`config.mk`:
```
export PLATFORM = sky130hd
export DESIGN_NAME = ocp_gate_seq
export DESIGN_NICKNAME = d
export VERILOG_FILES = /design/src/rtl/ocp_pkg.sv /design/src/rtl/ocp_cnt.sv /design/src/rtl/ocp_fault.sv /design/src/rtl/ocp_lvl_sel.sv /design/src/rtl/ocp_gate_seq.sv
export SDC_FILE = /design/constraint.sdc
export NUM_CORES = 1
export LEC_CHECK = 0
export ABC_AREA = 1
export BUFFER_PORTS_ARGS = -buffer_cell sky130_fd_sc_hd__buf_2
export CAP_MARGIN = 25
export CORE_MARGIN = 2
export CORE_UTILIZATION = 45
export CTS_CLUSTER_DIAMETER = 30
export DETAILED_ROUTE_END_ITERATION = 7
export PLACE_DENSITY = 0.81
export SLEW_MARGIN = 20
export SYNTH_ARGS = -nofsm -noshare
export SYNTH_HDL_FRONTEND = slang
export SYNTH_SLANG_ARGS = --single-unit
export TNS_END_PERCENT = 50
```
`constraint.sdc`:
```
create_clock -name clk_i -period 1.82 [get_ports clk_i]
set_input_delay 0.273 -clock clk_i [delete_from_list [all_inputs] [get_ports clk_i]]
set_output_delay 0.273 -clock clk_i [all_outputs]
set_load 0.05 [all_outputs]
```
`src/rtl/ocp_pkg.sv`:
```
package ocp_pkg;
  typedef enum logic [1:0] {
    LVL_OFF  = 2'd0,
    LVL_FULL = 2'd1,
    LVL_PLAT = 2'd2,
    LVL_SSD  = 2'd3
  } lvl_e;

  typedef enum logic [2:0] {
    ST_OFF, ST_BLANK, ST_ON, ST_DET, ST_SSD
  } state_e;

  typedef struct packed {
    logic       ot_dis;
    logic       tmr_dis;
    logic       two_dis;
    logic       lowt_dis;
    logic       blank_opt;
    logic [3:0] blank;
  } cfg_t;
endpackage

```
`src/rtl/ocp_cnt.sv`:
```
module ocp_cnt #(
  parameter int W = 8
) (
  input  logic         clk_i,
  input  logic         rst_ni,
  input  logic         load_i,
  input  logic [W-1:0] val_i,
  output logic         zero_o
);
  logic [W-1:0] cnt_q;

  always_ff @(posedge clk_i or negedge rst_ni) begin
    if (!rst_ni)               cnt_q <= '0;
    else if (load_i)           cnt_q <= val_i;
    else if (cnt_q != '0)      cnt_q <= cnt_q - 1'b1;
  end

  assign zero_o = (cnt_q == '0);
endmodule

```
`src/rtl/ocp_fault.sv`:
```
module ocp_fault (
  input  logic clk_i,
  input  logic rst_ni,
  input  logic set_i,
  input  logic clr_i,
  input  logic pwm_on_i,
  output logic fault_o
);
  always_ff @(posedge clk_i or negedge rst_ni) begin
    if (!rst_ni)                 fault_o <= 1'b0;
    else if (set_i)              fault_o <= 1'b1;
    else if (clr_i && !pwm_on_i) fault_o <= 1'b0;
  end
endmodule

```
`src/rtl/ocp_lvl_sel.sv`:
```
module ocp_lvl_sel
  import ocp_pkg::*;
(
  input  state_e state_i,
  input  logic   cold_i,
  input  logic   oc_i,
  input  cfg_t   cfg_i,
  output lvl_e   lvl_o
);
  lvl_e norm_lvl;

  assign norm_lvl = (cold_i && !cfg_i.lowt_dis) ? LVL_PLAT : LVL_FULL;

  always_comb begin
    unique case (state_i)
      ST_BLANK: lvl_o = (cfg_i.blank_opt && oc_i) ? LVL_PLAT : norm_lvl;
      ST_ON:    lvl_o = norm_lvl;
      ST_DET:   lvl_o = cfg_i.two_dis ? norm_lvl : LVL_PLAT;
      ST_SSD:   lvl_o = LVL_SSD;
      default:  lvl_o = LVL_OFF;
    endcase
  end
endmodule

```
`src/rtl/ocp_gate_seq.sv`:
```
module ocp_gate_seq
  import ocp_pkg::*;
#(
  parameter int BLANK_UNIT = 16,
  parameter int DET_CYC    = 64,
  parameter int SSD_CYC    = 8
) (
  input  logic        clk_i,
  input  logic        rst_ni,
  input  logic        pwm_on_i,
  input  logic        oc_i,
  input  logic        cold_i,
  input  logic        ot_i,
  input  logic        flt_clr_i,
  input  logic [23:0] cfg_i,
  output logic [1:0]  gate_lvl_o,
  output logic        fault_o
);
  localparam int BLANK_MAX = BLANK_UNIT * 16;
  localparam int CNT_MAX   = (BLANK_MAX > DET_CYC) ?
                             ((BLANK_MAX > SSD_CYC) ? BLANK_MAX : SSD_CYC) :
                             ((DET_CYC > SSD_CYC) ? DET_CYC : SSD_CYC);
  localparam int CNT_W     = $clog2(CNT_MAX + 1);

  cfg_t   cfg;
  state_e state_q, state_d;
  logic   cnt_zero, cnt_load, ot_trip, go_ssd;
  logic   [CNT_W-1:0] cnt_val, blank_ld;
  lvl_e   lvl;
  logic   unused_cfg;

  assign cfg.blank     = cfg_i[10:7];
  assign cfg.blank_opt = cfg_i[11];
  assign cfg.lowt_dis  = cfg_i[12];
  assign cfg.two_dis   = cfg_i[13];
  assign cfg.tmr_dis   = cfg_i[14];
  assign cfg.ot_dis    = cfg_i[16];
  assign unused_cfg    = ^{cfg_i[23:17], cfg_i[15], cfg_i[6:0]};

  assign ot_trip  = ot_i && !cfg.ot_dis;
  assign blank_ld = CNT_W'(BLANK_UNIT) * (CNT_W'(cfg.blank) + 1'b1) - 1'b1;

  always_comb begin
    state_d  = state_q;
    cnt_load = 1'b0;
    cnt_val  = '0;
    go_ssd   = 1'b0;
    unique case (state_q)
      ST_OFF:
        if (pwm_on_i && !fault_o && !ot_trip) begin
          state_d  = ST_BLANK;
          cnt_load = 1'b1;
          cnt_val  = blank_ld;
        end
      ST_BLANK:
        if (!pwm_on_i)     state_d = ST_OFF;
        else if (ot_trip)  go_ssd  = 1'b1;
        else if (cnt_zero) state_d = ST_ON;
      ST_ON:
        if (!pwm_on_i)     state_d = ST_OFF;
        else if (ot_trip || (oc_i && cfg.tmr_dis)) go_ssd = 1'b1;
        else if (oc_i) begin
          state_d  = ST_DET;
          cnt_load = 1'b1;
          cnt_val  = CNT_W'(DET_CYC - 1);
        end
      ST_DET:
        if (!pwm_on_i)     state_d = ST_OFF;
        else if (ot_trip)  go_ssd  = 1'b1;
        else if (!oc_i)    state_d = ST_ON;
        else if (cnt_zero) go_ssd  = 1'b1;
      ST_SSD:
        if (cnt_zero)      state_d = ST_OFF;
      default:             state_d = ST_OFF;
    endcase
    if (go_ssd) begin
      state_d  = ST_SSD;
      cnt_load = 1'b1;
      cnt_val  = CNT_W'(SSD_CYC - 1);
    end
  end

  always_ff @(posedge clk_i or negedge rst_ni) begin
    if (!rst_ni) state_q <= ST_OFF;
    else         state_q <= state_d;
  end

  ocp_cnt #(.W(CNT_W)) u_cnt (
    .clk_i  (clk_i),
    .rst_ni (rst_ni),
    .load_i (cnt_load),
    .val_i  (cnt_val),
    .zero_o (cnt_zero)
  );

  ocp_fault u_fault (
    .clk_i    (clk_i),
    .rst_ni   (rst_ni),
    .set_i    (go_ssd || ot_trip),
    .clr_i    (flt_clr_i),
    .pwm_on_i (pwm_on_i),
    .fault_o  (fault_o)
  );

  ocp_lvl_sel u_lvl (
    .state_i (state_q),
    .cold_i  (cold_i),
    .oc_i    (oc_i),
    .cfg_i   (cfg),
    .lvl_o   (lvl)
  );

  assign gate_lvl_o = lvl;
endmodule

```
==> results.cfg, run 1 <==
[global_routing]
grt_usage_pct = 17.4
grt_max_degree = 16
grt_pass1_vias = 1008
grt_overflow = 0
grt_antenna_before_repair = 0
grt_pass1_wl_um = 4280

[power]
combPwrFrac_pct = 63.5
ir_drop_v = 0.000866
power_density_mw_per_mm2 = 1410
seqPwrFrac_pct = 27.4
p_switching_mw = 1.04
power.total_mw = 1.97
pwr-share-clk_pct = 9.1
p_leak_nw = 0.776
swShare_pct = 52.6
p_int_uw = 936

[setup_path]
endpoint = gate_lvl_o[1]
cpLargestDelayFamily = flip-flops
crit_path_cell_trace = inv_2 -> nand2_4 -> nor2_1 -> a31oi_1 -> o21ai_1 -> clkbuf_4
required_ns = 1.55
path_buf_inv = 2
max_stage_delay_ns = 0.44
r2r_end = state_q[1]
startpoint_type = flop
slowest_stage = dfrtp_1
worstSetupPathType = flop to output port
crit_fanout = 5
arrival_ns = 1.52
critical_path.startpoint = state_q[0]
rrSetupSlack_ns = 0.19
r2r_start = u_cnt.cnt_q[0]
r2r_cells = 10
path_depth = 6
worst_setup_path_end_kind = output port

[sta]
relSlewSlack_pct = 78.4
tightestPinTransition_ns = 0.323
setup_slack_ns = 0.0305
finalClockSkew_ns = 0.00868
min_period_over_period_pct = 98.3
slew_violations = 0
fmax_mhz = 559
setup-violations-final = 0
period_needed_ns = 1.79
finalHoldViolCount = 0

[cells_and_area]
layout_common_cells = nand2_1, inv_1, nand3_1, nor2_1, buf_2
antennaDiodeCount = 0
final.fill_count = 256
drive_above_1_share_pct = 22.4
nets = 245
syn2layout_area_growth_pct = 14.4
final_common_cell = nand2_1

[yosys]
yosys.area.top_type = dfrtp_1
yosysSeqAreaShare_pct = 26.6
synth_fp_nets = 221
syn_area_per_cell_um2 = 6.53
netlist_area_mm2 = 0.00122
synthCells = 187
ys_warn_count = 0
synthTopCellsByArea = dfrtp_1, nand2_1, nand3_1, inv_1, nor2_1
synth_cell_types = 30
yosysTopAreaCellShare_pct = 26.6
ys_ff_latch = 13

[hold_path]
worstHoldPathType = input port to flop

[drt]
wl_per_cell_um = 10.4
wirelength_um = 2490
drt-initial-drc-count = 19
vias = 1217
drc = 0
drt_first_pass_iters = 4
postRouteAntennaNets = 0
vias_per_cell = 5.07

[floorplanning]
die_w_um = 56.1
rows = 18
die_area_mm2 = 0.00315
core-area_mm2 = 0.00252
fp.dieH_um = 56.1
start_util_pct = 48.4
ioPinCount = 34

[placed_design]
routabilityCongestion = 0.877
dp_hpwl_um = 1960
pre_cts_slack_ns = 0.140
port-buffer-count = 18

[cts]
cts.sink_count = 13
tritoncts.num_buffers = 3
post_cts_buffers = 0
clk_latency_ns = 0.29
cts_buffer_depth = 2
cts_root_buf = clkbuf_4
cts_max_level = 1
clk_pin_slew_worst_paths_ns = 0.08
cts_tree = yes

[outcome]
outcome = finished clean

[run]
maxCapViolations = 0
-- layer usage --
metal / vias up / GRT usage [%] / share of wire [%] / wire, µm
li1: 642 / - / - / -
met1: 545 / 22.5 / 47 / 1180
met2: 26 / 27.6 / 47 / 1170
met3: 4 / 1.40 / 2.9 / 71
met4: 0 / 11.2 / 2.9 / 72
met5: - / 0 / 0 / 0
-- power by group through the flow --
stage	logic, mW	clock network [mW]	registers (mW)
after floorplan	0.983	0	0.538
after global placement	1.20	0	0.543
after detailed placement	1.21	0	0.540
after CTS	1.22	0.186	0.539
after global routing	1.41	0.197	0.559
final	1.25	0.180	0.541
-- how the worst min path moves through the flow --
stage                          from              end  cells after the start
final                     flt_clr_i  u_fault.fault_o                      4
after global routing      flt_clr_i  u_fault.fault_o                      4
after CTS                 flt_clr_i  u_fault.fault_o                      4
after detailed placement     rst_ni       state_q[1]                      1
after global placement       rst_ni       state_q[1]                      1
after floorplan              rst_ni       state_q[0]                      0
-- worst register-to-register path, delay by kind of cell, from the launching register on --
family                     cells  cell delay, ns
adders and majority gates      1            0.19
buffers and inverters          1            0.12
and+or+nand+nor                8            0.87
DFF                            1            0.40
-- synth_stat cells, drive strengths merged --
| cell type | number |
|---|---|
| nor2 | 28 |
| o221ai | 1 |
| xor2 | 4 |
| nand3b | 1 |
| buf | 1 |
| clkinv | 2 |
| xnor2 | 1 |
| o2111ai | 2 |
| nand2 | 54 |
| nand4 | 3 |
| dfrtp | 13 |
| nand3 | 25 |
| inv | 33 |
| nor3 | 3 |
| a31oi | 2 |
| o21ai | 6 |
| o21bai | 1 |
| ha | 3 |
| o211ai | 1 |
| a21oi | 3 |
-- repair_timing --
action                                 in CTS  in global routing
resized for setup                           1                  5
hold buffers                                1                  0
endpoints found under the hold margin      13                  0
setup endpoints to repair                   2                  4
-- kinds of logic (layout without fill, tap and decap cells) --
| group | count (synthesis) | in the layout | share of synthesized area (%) |
|---|---|---|---|
| buffers and inverters | 36 | 59 | 11.7 |
| xor gates and xnor gates | 5 | 5 | 3.59 |
| DFF | 13 | 13 | 26.6 |
| and+or+nand+nor | 114 | 114 | 46.6 |
| adders and majority gates | 3 | 3 | 3.07 |
| AOI/OAI and AO/OA | 16 | 16 | 8.40 |
-- cell type report --
class	count	area (µm²)	area share (%)
Multi-Input combinational cell	138	763	54.6
Timing Repair Buffer	20	113	8.06
Clock buffer	3	22.5	1.61
Inverter	35	131	9.40
Tap cell	30	37.5	2.69
Sequential cell	13	325	23.3
Clock inverter	1	5.00	0.358
-- sequential cells by signal, indices dropped and copies added (netlist names) --
name	cells
u_fault.fault_o	1
u_cnt.cnt_q	9
state_q	3
-- per-stage QoR --
step / setup TNS [ns] / utilization (%) / hold WS [ns] / instances / cell area [µm²]
6_report: 0 / 55.4 / 0.270 / 240 / 1400
5_1_grt: -0.0690 / 55.4 / 0.288 / 240 / 1400
4_1_cts: 0 / 55.0 / 0.264 / 240 / 1390
3_5_place_dp: 0 / 53.3 / 0.174 / 235 / 1350
3_3_place_gp: 0 / 53.3 / 0.168 / 235 / 1350
2_1_floorplan: 0 / - / -0.0226 / 187 / 1220
Power figures use the tool's default switching activity.
==> run 2, diff against run 1 <==
CORE_ASPECT_RATIO = 1.4   (was default)
==> results.cfg, run 2 (synthesized netlist as in run 1, its figures left out) <==
[drt]
drt_first_pass_iters = 4
drt-initial-drc-count = 41
wirelength_um = 2650
vias_per_cell = 4.96
vias = 1231
postRouteAntennaNets = 0
wl_per_cell_um = 10.7
drc = 0

[setup_path]
worst_setup_path_end_kind = output port
max_stage_delay_ns = 0.46
required_ns = 1.55
slowest_stage = dfrtp_1
crit_path_cell_trace = nor3_2 -> nand2_1 -> o221ai_1 -> clkbuf_4
worstSetupPathType = flop to output port
crit_fanout = 5
critical_path.startpoint = state_q[1]
startpoint_type = flop
r2r_start = u_cnt.cnt_q[0]
arrival_ns = 1.46

[cts]
cts_max_level = 1
clk_pin_slew_worst_paths_ns = 0.08
cts_tree = yes
clk_latency_ns = 0.28
tritoncts.num_buffers = 3
cts.sink_count = 13
cts_root_buf = clkbuf_4
cts_buffer_depth = 2

[floorplanning]
start_util_pct = 46.7
die_area_mm2 = 0.00315
rows = 22
die_w_um = 48.0
core-area_mm2 = 0.00262
ioPinCount = 34
fp.dieH_um = 65.6

[cells_and_area]
final.fill_count = 269
syn2layout_area_growth_pct = 16.1
antennaDiodeCount = 0
utilization_pct = 54.2
nets = 247
drive_above_1_share_pct = 21.7
fin_cells = 248
layout_common_cells = nand2_1, inv_1, nor2_1, nand3_1, buf_2
regMostFlops = u_cnt.cnt_q
final_common_cell = nand2_1
largest_reg_flops = 9
reg_top3 = u_cnt.cnt_q (9), state_q (3), u_fault.fault_o (1)

[sta]
tightestPinTransition_ns = 0.327
slew_violations = 0
period_needed_ns = 1.73
finalHoldViolCount = 0
rsz0062_at_grt = yes
relSlewSlack_pct = 78.1
hold_ws_ns = 0.278
min_period_over_period_pct = 95.0
fmax_mhz = 578
finalClockSkew_ns = 0.00303
setup_slack_ns = 0.0910
setup-violations-final = 0

[global_routing]
grt_pass1_vias = 1169
grt_max_degree = 16
grt_pass1_wl_um = 4710
grt_usage_pct = 20.8
grt_antenna_before_repair = 0
grt_overflow = 0

[placed_design]
dp_hpwl_um = 2100
placed_cells = 242
routabilityCongestion = 0.803
port-buffer-count = 18
pre_cts_slack_ns = 0.180

[hold_path]
worstHoldPathType = input port to flop
worstHoldStart = flt_clr_i

[outcome]
outcome = finished clean

[power]
ir_drop_v = 0.00109
power_density_mw_per_mm2 = 1430
p_leak_nw = 0.783

[run]
maxCapViolations = 0
[run 2: cell count changes in the layout (fill, tap and decap cells not counted), sizes merged]
cell | before | now
buf | 17 | 20
clkinv | 3 | 2
[run 2: metrics by stage]
step,power (mW),setup TNS [ns],area (µm²)
finish,2.03,0,1420
global route,2.24,-0.0369,1420
CTS,2.00,0,1400
detailed placement,1.79,0,1360
global placement,1.77,0,1360
floorplan,1.52,0,1220
[run 2: worst max-delay path: cells and delay by family (launching register included)]
family | cells | cell delay [ns]
compound gates | 1 | 0.08
buf+inv | 1 | 0.27
flops | 1 | 0.46
simple gates | 2 | 0.37
[run 2: cell type report]
| class | count | area (µm²) | share of cell area, % |
|---|---|---|---|
| clock buffer | 4 | 26.3 | 1.85 |
| tap | 36 | 45.0 | 3.18 |
| timing repair buffer | 22 | 131 | 9.27 |
| multi-input combinational | 138 | 758 | 53.5 |
| sequential | 13 | 325 | 22.9 |
| inverter | 35 | 131 | 9.27 |
[run 2: where the power goes]
part / switching [mW] / internal (mW) / total (mW)
Combinational: 0.836 / 0.474 / 1.31
Sequential: 0.113 / 0.420 / 0.533
Clock: 0.103 / 0.0852 / 0.188
Total: 1.05 / 0.980 / 2.03
[run 2: worst paths after layout]
kind / to / slack, ns / cells past startpoint
worst max-delay path: gate_lvl_o[0] / 0.09 / 4
worst min-delay path: u_fault.fault_o / 0.28 / 4
worst max register to register: state_q[1] / 0.15 / 10
worst min register to register: u_fault.fault_o / 0.54 / 2
max in group asynchronous: u_cnt.cnt_q[8] / 1.17 / 2
min in group asynchronous: u_cnt.cnt_q[3] / 0.41 / 2
[run 2: timing repair]
| action | in CTS | in global routing |
|---|---|---|
| resized for setup | 1 | 5 |
| setup buffers | 0 | 1 |
| setup endpoints to repair | 2 | 2 |
| endpoints found under the hold margin | 13 | 0 |
| hold buffers | 1 | 0 |
[run 2: metal layers]
layer	share of wire (%)	global-route usage (%)
met1	40	23.3
met2	54	35.2
met3	3.5	3.57
met4	2.3	11.1
met5	0	0
